===== src/rtl/ctp_pkg.sv =====
package ctp_pkg;
  localparam int BYTE_W = 8;
  localparam int ADDR_W = 4;
  localparam int NSRC   = 2;

  localparam logic [ADDR_W-1:0] OFF_TA_LO = 4'h4;
  localparam logic [ADDR_W-1:0] OFF_TA_HI = 4'h5;
  localparam logic [ADDR_W-1:0] OFF_TB_LO = 4'h6;
  localparam logic [ADDR_W-1:0] OFF_TB_HI = 4'h7;
  localparam logic [ADDR_W-1:0] OFF_IRQ   = 4'hD;
  localparam logic [ADDR_W-1:0] OFF_CTL_A = 4'hE;
  localparam logic [ADDR_W-1:0] OFF_CTL_B = 4'hF;

  // control bit positions
  localparam int CB_RUN   = 0;
  localparam int CB_ONCE  = 3;
  localparam int CB_LOAD  = 4;
  localparam int CB_SRC_L = 5;
  localparam int CB_SRC_H = 6;
  localparam logic [1:0] SRC_CHAIN = 2'b11;
endpackage


===== src/rtl/ctp_timer.sv =====
module ctp_timer
  import ctp_pkg::*;
#(
  parameter int CNT_W     = 16,
  parameter int HAS_CHAIN = 0
) (
  input  logic              clk,
  input  logic              rst_n,
  input  logic              lo_we,
  input  logic              hi_we,
  input  logic              ctrl_we,
  input  logic [BYTE_W-1:0] wdata,
  input  logic              ext_uf,
  input  logic              ext_latch_zero,
  output logic [CNT_W-1:0]  cnt_o,
  output logic [CNT_W-1:0]  latch_o,
  output logic [BYTE_W-1:0] ctrl_o,
  output logic              run_o,
  output logic              oneshot_o,
  output logic              uf_o
);
  localparam int HI_W = CNT_W - BYTE_W;

  logic [CNT_W-1:0] cnt_q, latch_q;
  logic             run_q, oneshot_q, hold_q;
  logic [1:0]       src_q;
  logic             chained, fast, tick, force_ld, uf;
  logic             unused_wbits;

  assign unused_wbits = ^{wdata[BYTE_W-1], wdata[2:1]};

  assign chained  = (HAS_CHAIN != 0) && (src_q == SRC_CHAIN);
  // back-to-back ticks use the refill-and-hold sequence
  assign fast     = !chained || ext_latch_zero;
  assign tick     = run_q && (chained ? ext_uf : 1'b1);
  assign force_ld = ctrl_we && wdata[CB_LOAD];

  always_comb begin
    uf = 1'b0;
    if (tick && !force_ld) begin
      if (fast) uf = !hold_q && (cnt_q <= CNT_W'(1));
      else      uf = (cnt_q == '0);
    end
  end

  always_ff @(posedge clk or negedge rst_n) begin
    if (!rst_n) begin
      latch_q <= '1;
    end else begin
      if (lo_we) latch_q[BYTE_W-1:0] <= wdata;
      if (hi_we) latch_q[CNT_W-1:BYTE_W] <= wdata[HI_W-1:0];
    end
  end

  always_ff @(posedge clk or negedge rst_n) begin
    if (!rst_n) begin
      cnt_q  <= '1;
      hold_q <= 1'b0;
    end else if (force_ld) begin
      cnt_q  <= latch_q;
      hold_q <= 1'b0;
    end else if (hi_we && !run_q) begin
      cnt_q  <= {wdata[HI_W-1:0], latch_q[BYTE_W-1:0]};
      hold_q <= 1'b0;
    end else if (tick) begin
      if (uf) begin
        cnt_q  <= latch_q;
        hold_q <= fast && (latch_q != '0);
      end else if (fast && hold_q) begin
        hold_q <= 1'b0;
      end else begin
        cnt_q  <= cnt_q - CNT_W'(1);
        hold_q <= 1'b0;
      end
    end
  end

  always_ff @(posedge clk or negedge rst_n) begin
    if (!rst_n) begin
      run_q     <= 1'b0;
      oneshot_q <= 1'b0;
      src_q     <= '0;
    end else if (ctrl_we) begin
      run_q     <= wdata[CB_RUN];
      oneshot_q <= wdata[CB_ONCE];
      src_q     <= wdata[CB_SRC_H:CB_SRC_L];
    end else if (uf && oneshot_q) begin
      run_q <= 1'b0;
    end
  end

  always_comb begin
    ctrl_o = '0;
    ctrl_o[CB_RUN]  = run_q;
    ctrl_o[CB_ONCE] = oneshot_q;
    if (HAS_CHAIN != 0) ctrl_o[CB_SRC_H:CB_SRC_L] = src_q;
  end

  assign cnt_o     = cnt_q;
  assign latch_o   = latch_q;
  assign run_o     = run_q;
  assign oneshot_o = oneshot_q;
  assign uf_o      = uf;
endmodule


===== src/rtl/ctp_irq.sv =====
module ctp_irq
  import ctp_pkg::*;
#(
  parameter int OLD_REV = 0
) (
  input  logic              clk,
  input  logic              rst_n,
  input  logic [NSRC-1:0]   uf_i,
  input  logic              rd_i,
  input  logic              we_i,
  input  logic [BYTE_W-1:0] wdata,
  output logic [BYTE_W-1:0] rdata_o,
  output logic [NSRC-1:0]   flags_o,
  output logic              irq_n_o
);
  logic [NSRC-1:0] flags_q, mask_q, uf_eff;
  logic [1:0]      guard_q;
  logic            irq_q, hit, irq_set;
  logic            unused_wbits;

  assign unused_wbits = ^wdata[BYTE_W-2:NSRC];

  // Timer B underflow is swallowed for two edges after a read
  assign uf_eff = {uf_i[1] && (guard_q == 2'd0), uf_i[0]};
  assign hit    = |(uf_eff & mask_q);

  generate
    if (OLD_REV != 0) begin : g_late
      logic hit_d;
      always_ff @(posedge clk or negedge rst_n) begin
        if (!rst_n) hit_d <= 1'b0;
        else        hit_d <= hit;
      end
      assign irq_set = hit_d;
    end else begin : g_early
      assign irq_set = hit;
    end
  endgenerate

  always_ff @(posedge clk or negedge rst_n) begin
    if (!rst_n) begin
      flags_q <= '0;
      mask_q  <= '0;
      irq_q   <= 1'b0;
      guard_q <= 2'd0;
    end else begin
      flags_q <= (rd_i ? '0 : flags_q) | uf_eff;
      irq_q   <= (rd_i ? 1'b0 : irq_q) | irq_set;
      if (rd_i)                guard_q <= 2'd2;
      else if (guard_q != 2'd0) guard_q <= guard_q - 2'd1;
      if (we_i) begin
        if (wdata[BYTE_W-1]) mask_q <= mask_q | wdata[NSRC-1:0];
        else                 mask_q <= mask_q & ~wdata[NSRC-1:0];
      end
    end
  end

  assign rdata_o = {|(flags_q & mask_q), {(BYTE_W-1-NSRC){1'b0}}, flags_q};
  assign flags_o = flags_q;
  assign irq_n_o = !irq_q;
endmodule


===== src/rtl/chained_timer_pair.sv =====
module chained_timer_pair
  import ctp_pkg::*;
#(
  parameter int OLD_REV = 0,
  parameter int CNT_W   = 2 * BYTE_W
) (
  input  logic              clk,
  input  logic              rst_n,
  input  logic              bus_sel,
  input  logic              bus_wr,
  input  logic [ADDR_W-1:0] bus_addr,
  input  logic [BYTE_W-1:0] bus_wdata,
  output logic [BYTE_W-1:0] bus_rdata,
  output logic              irq_n
);
  logic              do_wr, do_rd;
  logic [CNT_W-1:0]  cnt_a, cnt_b, latch_a, unused_latch_b;
  logic [BYTE_W-1:0] ctrl_a, ctrl_b, irq_rdata;
  logic              run_a, oneshot_a, uf_a, uf_b;
  logic              unused_run_b, unused_once_b;
  logic [NSRC-1:0]   flags;

  assign do_wr = bus_sel && bus_wr;
  assign do_rd = bus_sel && !bus_wr;

  ctp_timer #(.CNT_W(CNT_W), .HAS_CHAIN(0)) u_tmr_a (
    .clk(clk), .rst_n(rst_n),
    .lo_we(do_wr && bus_addr == OFF_TA_LO),
    .hi_we(do_wr && bus_addr == OFF_TA_HI),
    .ctrl_we(do_wr && bus_addr == OFF_CTL_A),
    .wdata(bus_wdata), .ext_uf(1'b0), .ext_latch_zero(1'b0),
    .cnt_o(cnt_a), .latch_o(latch_a), .ctrl_o(ctrl_a),
    .run_o(run_a), .oneshot_o(oneshot_a), .uf_o(uf_a)
  );

  ctp_timer #(.CNT_W(CNT_W), .HAS_CHAIN(1)) u_tmr_b (
    .clk(clk), .rst_n(rst_n),
    .lo_we(do_wr && bus_addr == OFF_TB_LO),
    .hi_we(do_wr && bus_addr == OFF_TB_HI),
    .ctrl_we(do_wr && bus_addr == OFF_CTL_B),
    .wdata(bus_wdata), .ext_uf(uf_a), .ext_latch_zero(latch_a == '0),
    .cnt_o(cnt_b), .latch_o(unused_latch_b), .ctrl_o(ctrl_b),
    .run_o(unused_run_b), .oneshot_o(unused_once_b), .uf_o(uf_b)
  );

  ctp_irq #(.OLD_REV(OLD_REV)) u_irq (
    .clk(clk), .rst_n(rst_n),
    .uf_i({uf_b, uf_a}),
    .rd_i(do_rd && bus_addr == OFF_IRQ),
    .we_i(do_wr && bus_addr == OFF_IRQ),
    .wdata(bus_wdata), .rdata_o(irq_rdata),
    .flags_o(flags), .irq_n_o(irq_n)
  );

  always_comb begin
    bus_rdata = '0;
    if (do_rd) begin
      case (bus_addr)
        OFF_TA_LO: bus_rdata = cnt_a[BYTE_W-1:0];
        OFF_TA_HI: bus_rdata = cnt_a[CNT_W-1:BYTE_W];
        OFF_TB_LO: bus_rdata = cnt_b[BYTE_W-1:0];
        OFF_TB_HI: bus_rdata = cnt_b[CNT_W-1:BYTE_W];
        OFF_IRQ:   bus_rdata = irq_rdata;
        OFF_CTL_A: bus_rdata = ctrl_a;
        OFF_CTL_B: bus_rdata = ctrl_b;
        default:   bus_rdata = '0;
      endcase
    end
  end
endmodule


===== config.mk =====
export PLATFORM = sky130hd
export DESIGN_NAME = chained_timer_pair
export DESIGN_NICKNAME = d
export VERILOG_FILES = /design/src/rtl/ctp_pkg.sv /design/src/rtl/ctp_timer.sv /design/src/rtl/ctp_irq.sv /design/src/rtl/chained_timer_pair.sv
export SDC_FILE = /design/constraint.sdc
export NUM_CORES = 1
export LEC_CHECK = 0
export ABC_AREA = 1
export BUFFER_PORTS_ARGS = -buffer_cell sky130_fd_sc_hd__buf_4
export CAP_MARGIN = 0
export CORE_MARGIN = 8
export CORE_UTILIZATION = 33
export DETAILED_ROUTE_END_ITERATION = 8
export GPL_ROUTABILITY_DRIVEN = 0
export HOLD_SLACK_MARGIN = 0.06
export SLEW_MARGIN = 20
export SYNTH_ARGS = -nofsm -noshare
export SYNTH_HDL_FRONTEND = slang
export SYNTH_SLANG_ARGS = --single-unit

===== constraint.sdc =====
create_clock -name clk -period 2.7 [get_ports clk]
set_input_delay 0.135 -clock clk [delete_from_list [all_inputs] [get_ports clk]]
set_output_delay 0.135 -clock clk [all_outputs]
set_load 0.01 [all_outputs]

==> summary.md, run 1 <==
| Metric | Value |
|---|---|
| Leakage | `2.55 nW` |
| Setup tns final | `0 ns` |
| Final core utilization | `approximately two fifths` |
| Io pins | `25` |
| Pre-Repair DR Iteration Count | `5` |
| Period Utilization, post-route | `approximately nine tenths` |
| Die Y | `138 um` |
| Worst Tran Pin Value | `~0.76 ns` |
| Worst-Skew Late Latency | `0.35 ns` |
| WP data arrival | `2.68 ns` |
| Inserted Diodes | `0` |
| Core Box Area | `between 10000 and 15000 um2` |
| Initial antenna violation count | `0` |
| Setup violators final | `0` |
| Crit path largest cell delay | `0.56 ns` |
| Area grow syn2layout | `15.4%` |
| CP required | `2.97 ns` |
| Post-synth EDFFs | `0` |
| Tmin final | `about 2.4 ns` |
| Port bufs | `24` |
| Syn Area/Cell | `7.38 um2` |
| FP Rows | `44` |
| Starting Density | `33.8%` |
| Number of synthesized register bits | `between 70 and 80` |
| Hold Path Class | `primary input to flip-flop` |
| Crit Reg-Reg Startpoint | `u_tmr_a.cnt_o[0]$_DFFE_PN1P_` |
| Root Buffer | `clkbuf_16` |
| CP max FO | `17` |
| Post-Route WL | `roughly 15 mm` |
| Die width | `138 um` |
| # nets final | `around 730` |
| Dpl hpwl | `11.1 mm` |
| Setup crit start | `u_tmr_a.cnt_o[0]$_DFFE_PN1P_` |
| Crit. End Element | `flip-flop` |
| Die area | `19100 um2` |
| Unrepaired setup endpoints after global routing | `false` |
| Netlist cell types | `44` |
| Share of layout cells above drive strength 1 | `20.8%` |
| CP startpoint kind | `flip-flop` |
| Final cell count without fillers | `894` |
| Syn Std Cell Area | `between 4000 and 5000 um2` |
| Inserted Clock Buffers | `9` |
| Vias | `between 4000 and 5000` |
| CP Cell Sequence | `inv_1, ha_1, nor2_1, nor3_4, nand3_4, a21oi_4, buf_4, or2_4, nand2_4, inv_6, nor2_1, a21oi_1` |
| Post-synth ARST share | `100%` |
| Status | `complete, no violations` |
| PwrDens | `between 800 and 900 nW/um2` |
| Vias in the first global route | `approximately 4200` |
| Max transition margin | `49.5%` |
| CTS clk-pin slew, worst paths | `around 0.060 ns` |
| DR DRC count | `0` |
| Final Hold Vio Count | `0` |
| Tot Pwr | `a little over 5 mW` |
| Placed insts | `approximately 870` |
| Register area share after synthesis | `41.7%` |
| Avg WL per Cell | `around 17 um` |
| Final antenna-violating net count | `0` |
| Fill count | `~1500` |
| Via/cell ratio | `5.19` |
| Fin. max-slew vios | `0` |
| Global route overflow | `0` |
| Ys Warns | `0` |
| Initial DRC count | `about 520` |
| Clk_skew | `0.0110 ns` |
| CTS tree | `yes` |
| Hold Startpoint | `bus_wdata[6]` |
| GRT Overall Usage | `around 16%` |
| Max capacitance violation total | `0` |
| Max Fclk | `414 MHz` |
| First-pass GRT wire length | `23.8 mm` |
| Gate Count Post-Synth | `668` |
| Post-Syn Nets | `around 690` |
| Critical path class | `flip-flop to flip-flop` |
| Largest net degree at the start of global routing | `58` |
| Most frequently used flop master after synthesis | `dfstp_2` |
| Worst path slowest cell | `dfstp_2` |
| Total clock sinks | `79` |
| Clock buffer depth | `2` |
| IR drop worst, VDD | `0.289 mV` |
| CP dominant cell by count | `nor2_1` |
| H-tree depth | `3` |
[cells by family after synthesis]
group,share of synthesized area (%)
simple gates,28.4
fa+ha+maj,1.27
buf+inv,9.26
flops,41.7
compound gates,16.8
xor+xnor,2.49
[sequential cells by signal, summed over array words and instances (netlist names), named ones only]
name and count:
u_irq.irq_q 1, u_tmr_b.src_q 2, u_tmr_a.hold_q 1, u_tmr_b.hold_q 1, u_irq.guard_q 2, u_tmr_b.oneshot_o 1
u_tmr_b.cnt_o 16, u_tmr_a.latch_o 16, u_tmr_a.cnt_o 16, u_tmr_b.run_o 1, u_tmr_a.oneshot_o 1, u_tmr_a.run_o 1
u_irq.flags_o 2, u_tmr_b.latch_o 16
[power by group]
group / total, mW / switching [mW] / internal [mW]
Combinational: 1.72 / 1.10 / 0.617
Sequential: 2.11 / 0.341 / 1.77
Clock: 1.22 / 0.492 / 0.729
Total: 5.04 / 1.93 / 3.11
[Yosys cell counts, types with 4 or more instances]
cell,count,area share [%]
nor3_1,12,1.2
nand2_1,167,13
nor2_1,65,4.9
a21oi_1,19,1.9
dfrtp_1,15,7.6
nor2_4,7,1.6
o31ai_1,4,0.61
nand3_1,40,4.1
o221ai_1,5,0.89
buf_2,4,0.41
nand4_1,7,0.89
xor2_1,11,2.0
nor2_2,6,0.76
a31oi_1,4,0.51
inv_1,86,6.5
dfstp_2,64,34
ha_1,5,1.3
inv_2,8,0.61
clkbuf_1,6,0.46
o22ai_1,14,1.8
o21ai_0,72,7.3
o21ai_1,10,1.0
[through the flow]
stage | hold WS (ns) | worst slack [ns] | cell area, um2
4_1_cts | 0.0643 | 0.263 | 5660
5_1_grt | 0.0932 | 0.0368 | 5690
3_5_place_dp | 0.262 | 0.288 | 5330
3_3_place_gp | 0.272 | 0.358 | 5330
6_report | 0.0733 | 0.287 | 5690
2_1_floorplan | -0.161 | 0.643 | 4930
[final timing paths]
path | endpoint | slack (ns) | cells past startpoint
max in group asynchronous | u_tmr_a.cnt_o[9]$_DFFE_PN1P_ | 1.52 | 3
hold reg to reg | u_tmr_a.cnt_o[13]$_DFFE_PN1P_ | 0.47 | 2
hold / removal | u_tmr_b.latch_o[14]$_DFFE_PN1P_ | 0.07 | 3
setup reg to reg | u_tmr_b.cnt_o[15]$_DFFE_PN1P_ | 0.29 | 12
min in group asynchronous | u_irq.guard_q[1]$_DFFE_PN0P_ | 0.41 | 2
setup / recovery | u_tmr_b.cnt_o[15]$_DFFE_PN1P_ | 0.29 | 12
[area by class of cell]
type | count | area, um2 | share of cell area [%]
clock inverter | 2 | 12.5 | 0.220
timing repair buffer | 41 | 318 | 5.59
sequential | 79 | 2060 | 36.2
inverter | 96 | 365 | 6.42
clock buffer | 14 | 285 | 5.02
tap | 184 | 230 | 4.05
multi-input combinational | 478 | 2420 | 42.5
[worst max-delay path, delay by kind of cell, from the launching register on]
family,cells,cell delay [ns]
adder cells (fa/ha/maj),1,0.25
AO/OA/AOI/OAI,2,0.14
buffers and inverters,3,0.32
flip-flops,1,0.56
AND/OR/NAND/NOR,6,1.05
[what timing repair did]
item,in CTS,in global routing
setup endpoints to repair,0,1
hold endpoints to repair,19,0
resized for setup,0,1
hold buffers,4,0
buffers inserted,0,3
[routing by layer]
layer  global-route usage, %  share of wire [%]  vias up
met3                    3.87                7.1       31
met2                    21.7                 42      164
met1                    21.5                 48     2181
met5                       0                  0        -
li1                        -                  -     2263
met4                    8.18                3.3        0
[placed cells by master (no fill, tap or decap), drive strengths merged]
master / Yosys / final
nor4: 2 / 2
xnor2: 3 / 3
o31ai: 4 / 4
dlygate4sd3: 0 / 4
xor2: 11 / 11
nand4: 7 / 7
o22ai: 14 / 14
nor2: 78 / 78
a211oi: 1 / 1
dfstp: 64 / 64
o21bai: 1 / 1
ha: 5 / 5
clkbuf: 6 / 14
o2bb2ai: 1 / 1
nand3: 42 / 42
o2111ai: 1 / 1
o21ai: 82 / 82
o221ai: 5 / 5
clkinv: 1 / 2
clkinvlp: 0 / 1
nor3: 13 / 13
a21oi: 20 / 20
o211ai: 3 / 3
nand2: 172 / 172
inv: 95 / 95
a22oi: 3 / 3
dfrtp: 15 / 15
or2: 1 / 1
a221oi: 3 / 3
a2111oi: 1 / 1
a31oi: 4 / 4
o32ai: 1 / 1
buf: 9 / 37
Note: power is estimated with default switching activity, not from simulation.
==> run 2, diff against run 1 <==
--- a/config.mk
+++ b/config.mk
@@ -13,6 +13,7 @@
 export DETAILED_ROUTE_END_ITERATION = 8
 export GPL_ROUTABILITY_DRIVEN = 0
 export HOLD_SLACK_MARGIN = 0.06
+export PLACE_DENSITY = 0.54
 export SLEW_MARGIN = 20
 export SYNTH_ARGS = -nofsm -noshare
 export SYNTH_HDL_FRONTEND = slang
==> run 2 against run 1 <==
Net effect: flip-flop and latch count is the same; highest routed layer unchanged; register-to-register slack got worse by 0.03 ns; global-route usage rose by 0.68 points; total power down 1.9%; sequential power barely moved; count of clock-buffer cells in the layout rose by 1; wire length up 3.3%; largest power group unchanged; non-clock buffer count decreased by 7; fmax shrank 1.4%.
==> summary.md, run 2 (synthesis results as in run 1) <==
| Metric | Value |
|---|---|
| Fin. max-slew vios | `0 (unchanged)` |
| Port bufs | `24 (unchanged)` |
| Global route overflow | `0 (unchanged)` |
| Setup violators final | `0 (unchanged)` |
| CP max FO | `17 (unchanged)` |
| Clock buffer depth | `2 (unchanged)` |
| Register area | `2060 um2 (unchanged)` |
| Worst Tran Pin Value | `0.751 ns (was 0.757 ns)` |
| Area of the multi-input gates | `2420 um2 (about the same)` |
| Final antenna-violating net count | `0 (unchanged)` |
| Largest net degree at the start of global routing | `80 (was 58)` |
| Tmin final | `2.45 ns (was 2.41 ns)` |
| PwrDens | `884 nW/um2 (was 887 nW/um2)` |
| Placed insts | `867 (was 871)` |
| Core Box Area | `14600 um2 (unchanged)` |
| Share of layout cells above drive strength 1 | `19.5% (was 20.8%)` |
| Setup tns final | `0 ns (unchanged)` |
| Most frequent cells in the layout | `167 x nand2_1, 86 x inv_1, 72 x o21ai_0, 65 x nor2_1, 64 x dfstp_2 (was 167 x nand2_1, 86 x inv_1, 72 x o21ai_0, 64 x nor2_1, 64 x dfstp_2)` |
| Critical path class | `flip-flop to flip-flop (unchanged)` |
| # nets final | `719 (was 726)` |
| Commonest non-fill, non-tap cell in the layout | `nand2_1 (unchanged)` |
| CTS clk-pin slew, worst paths | `0.06 ns (about the same)` |
| Hold Path Class | `primary input to flip-flop (unchanged)` |
| Period Utilization, post-route | `90.6% (was 89.4%)` |
| Root Buffer | `clkbuf_16 (unchanged)` |
| GRT Overall Usage | `16.2% (was 15.5%)` |
| Setup bufs post-CTS | `0 (unchanged)` |
| First-pass GRT wire length | `24.5 mm (was 23.8 mm)` |
| Initial antenna violation count | `0 (unchanged)` |
| Max transition margin | `48.6% (was 49.5%)` |
| Final Hold Vio Count | `0 (unchanged)` |
| CTS tree | `yes (unchanged)` |
| Vias | `4614 (was 4639)` |
| Initial DRC count | `450 (was 519)` |
| Starting Density | `33.8% (unchanged)` |
| Status | `complete, no violations (unchanged)` |
| Die area | `19100 um2 (unchanged)` |
| Top sig layer | `met4 (unchanged)` |
| WL met2 | `6.59 mm (was 6.15 mm)` |
| DR DRC count | `0 (unchanged)` |
| Crit. End Element | `flip-flop (unchanged)` |
| Met3 routed WL | `885 um (was 1.04 mm)` |
| CP required | `2.97 ns (about the same)` |
| H-tree depth | `3 (unchanged)` |
| WP data arrival | `2.72 ns (was 2.68 ns)` |
| Unrepaired setup endpoints after global routing | `false (unchanged)` |
| Fill count | `1506 (was 1521)` |
| Die width | `138 um (unchanged)` |
| Post-CTS sizing | `0 (unchanged)` |
| Final cell count without fillers | `887 (was 894)` |
| Max capacitance violation total | `0 (unchanged)` |
| Pre-Repair DR Iteration Count | `5 (unchanged)` |
| Worst-Skew Late Latency | `0.35 ns (about the same)` |
| CP startpoint kind | `flip-flop (unchanged)` |
| Leakage | `2.51 nW (was 2.55 nW)` |
| Max Fclk | `409 MHz (was 414 MHz)` |
| Vias in the first global route | `4387 (was 4234)` |
| Clk_skew | `0.00741 ns (was 0.0110 ns)` |
| Dpl hpwl | `11.5 mm (was 11.1 mm)` |
| Post-Route WL | `15.3 mm (was 14.8 mm)` |
| Hold slack final | `0.0818 ns (was 0.0733 ns)` |
| Metal1 wirelength | `7.34 mm (was 7.08 mm)` |
| Tot Pwr | `4.95 mW (was 5.04 mW)` |
| Die Y | `138 um (unchanged)` |
| Io pins | `25 (unchanged)` |
| Via/cell ratio | `5.20 (was 5.19)` |
| FP Rows | `44 (unchanged)` |
| Hold buffer count at cts | `4 (unchanged)` |
| Final core utilization | `38.4% (was 39.0%)` |
| Avg WL per Cell | `17.2 um (was 16.5 um)` |
| Inserted Diodes | `0 (unchanged)` |
| IR drop worst, VDD | `0.263 mV (was 0.289 mV)` |
| Inserted Clock Buffers | `9 (unchanged)` |
| Total clock sinks | `79 (unchanged)` |
| Area grow syn2layout | `13.6% (was 15.4%)` |
run 2: area by class of cell:
type,count,share of cell area [%]
Multi-Input combinational cell,478,43.2
Sequential cell,79,36.7
Inverter,96,6.52
Timing Repair Buffer,34,4.80
Clock buffer,15,4.60
Tap cell,184,4.11
Clock inverter,1,0.0893
run 2: routing by layer:
metal / track usage, % / vias to the layer above
li1: - / 2247
met1: 22.4 / 2176
met2: 23.9 / 162
met3: 2.53 / 29
met4: 8.07 / 0
met5: 0 / -
run 2: metrics by stage:
| step | cell area [um2] | setup slack [ns] |
|---|---|---|
| after floorplan | 4930 | 0.643 |
| after global placement | 5300 | 0.418 |
| after detailed placement | 5300 | 0.313 |
| after CTS | 5600 | 0.278 |
| after global routing | 5600 | 0.0704 |
| final | 5600 | 0.253 |
run 2: final timing paths:
check | from | to | slack, ns | cells past startpoint
max | u_tmr_b.cnt_o[0]$_DFFE_PN1P_ | u_tmr_b.cnt_o[12]$_DFFE_PN1P_ | 0.25 | 12
max in group asynchronous | rst_n | u_irq.guard_q[0]$_DFFE_PN0P_ | 1.81 | 2
max reg2reg | u_tmr_b.cnt_o[0]$_DFFE_PN1P_ | u_tmr_b.cnt_o[12]$_DFFE_PN1P_ | 0.25 | 12
min in group asynchronous | rst_n | u_tmr_a.hold_q$_DFFE_PN0P_ | 0.40 | 2
min reg2reg | u_tmr_a.cnt_o[13]$_DFFE_PN1P_ | u_tmr_a.cnt_o[13]$_DFFE_PN1P_ | 0.47 | 2
min | bus_wdata[6] | u_tmr_b.latch_o[14]$_DFFE_PN1P_ | 0.08 | 3
run 2: report_power, final:
group          switching [mW]  leakage, nW  internal, mW
combinational            1.12         1.52         0.598
sequential              0.343        0.858          1.77
clock                   0.472        0.128         0.648
total                    1.94         2.51          3.01
run 2: critical path, stage by stage, from the launching register on:
cell	delay (ns)
dfstp_2	0.39
inv_1	0.12
ha_1	0.21
nand3_1	0.18
nor2_1	0.32
a21oi_1	0.12
nor2_4	0.23
nand2_4	0.19
nand3_2	0.13
nand2_4	0.14
inv_6	0.16
nor2_1	0.05
a21oi_1	0.12
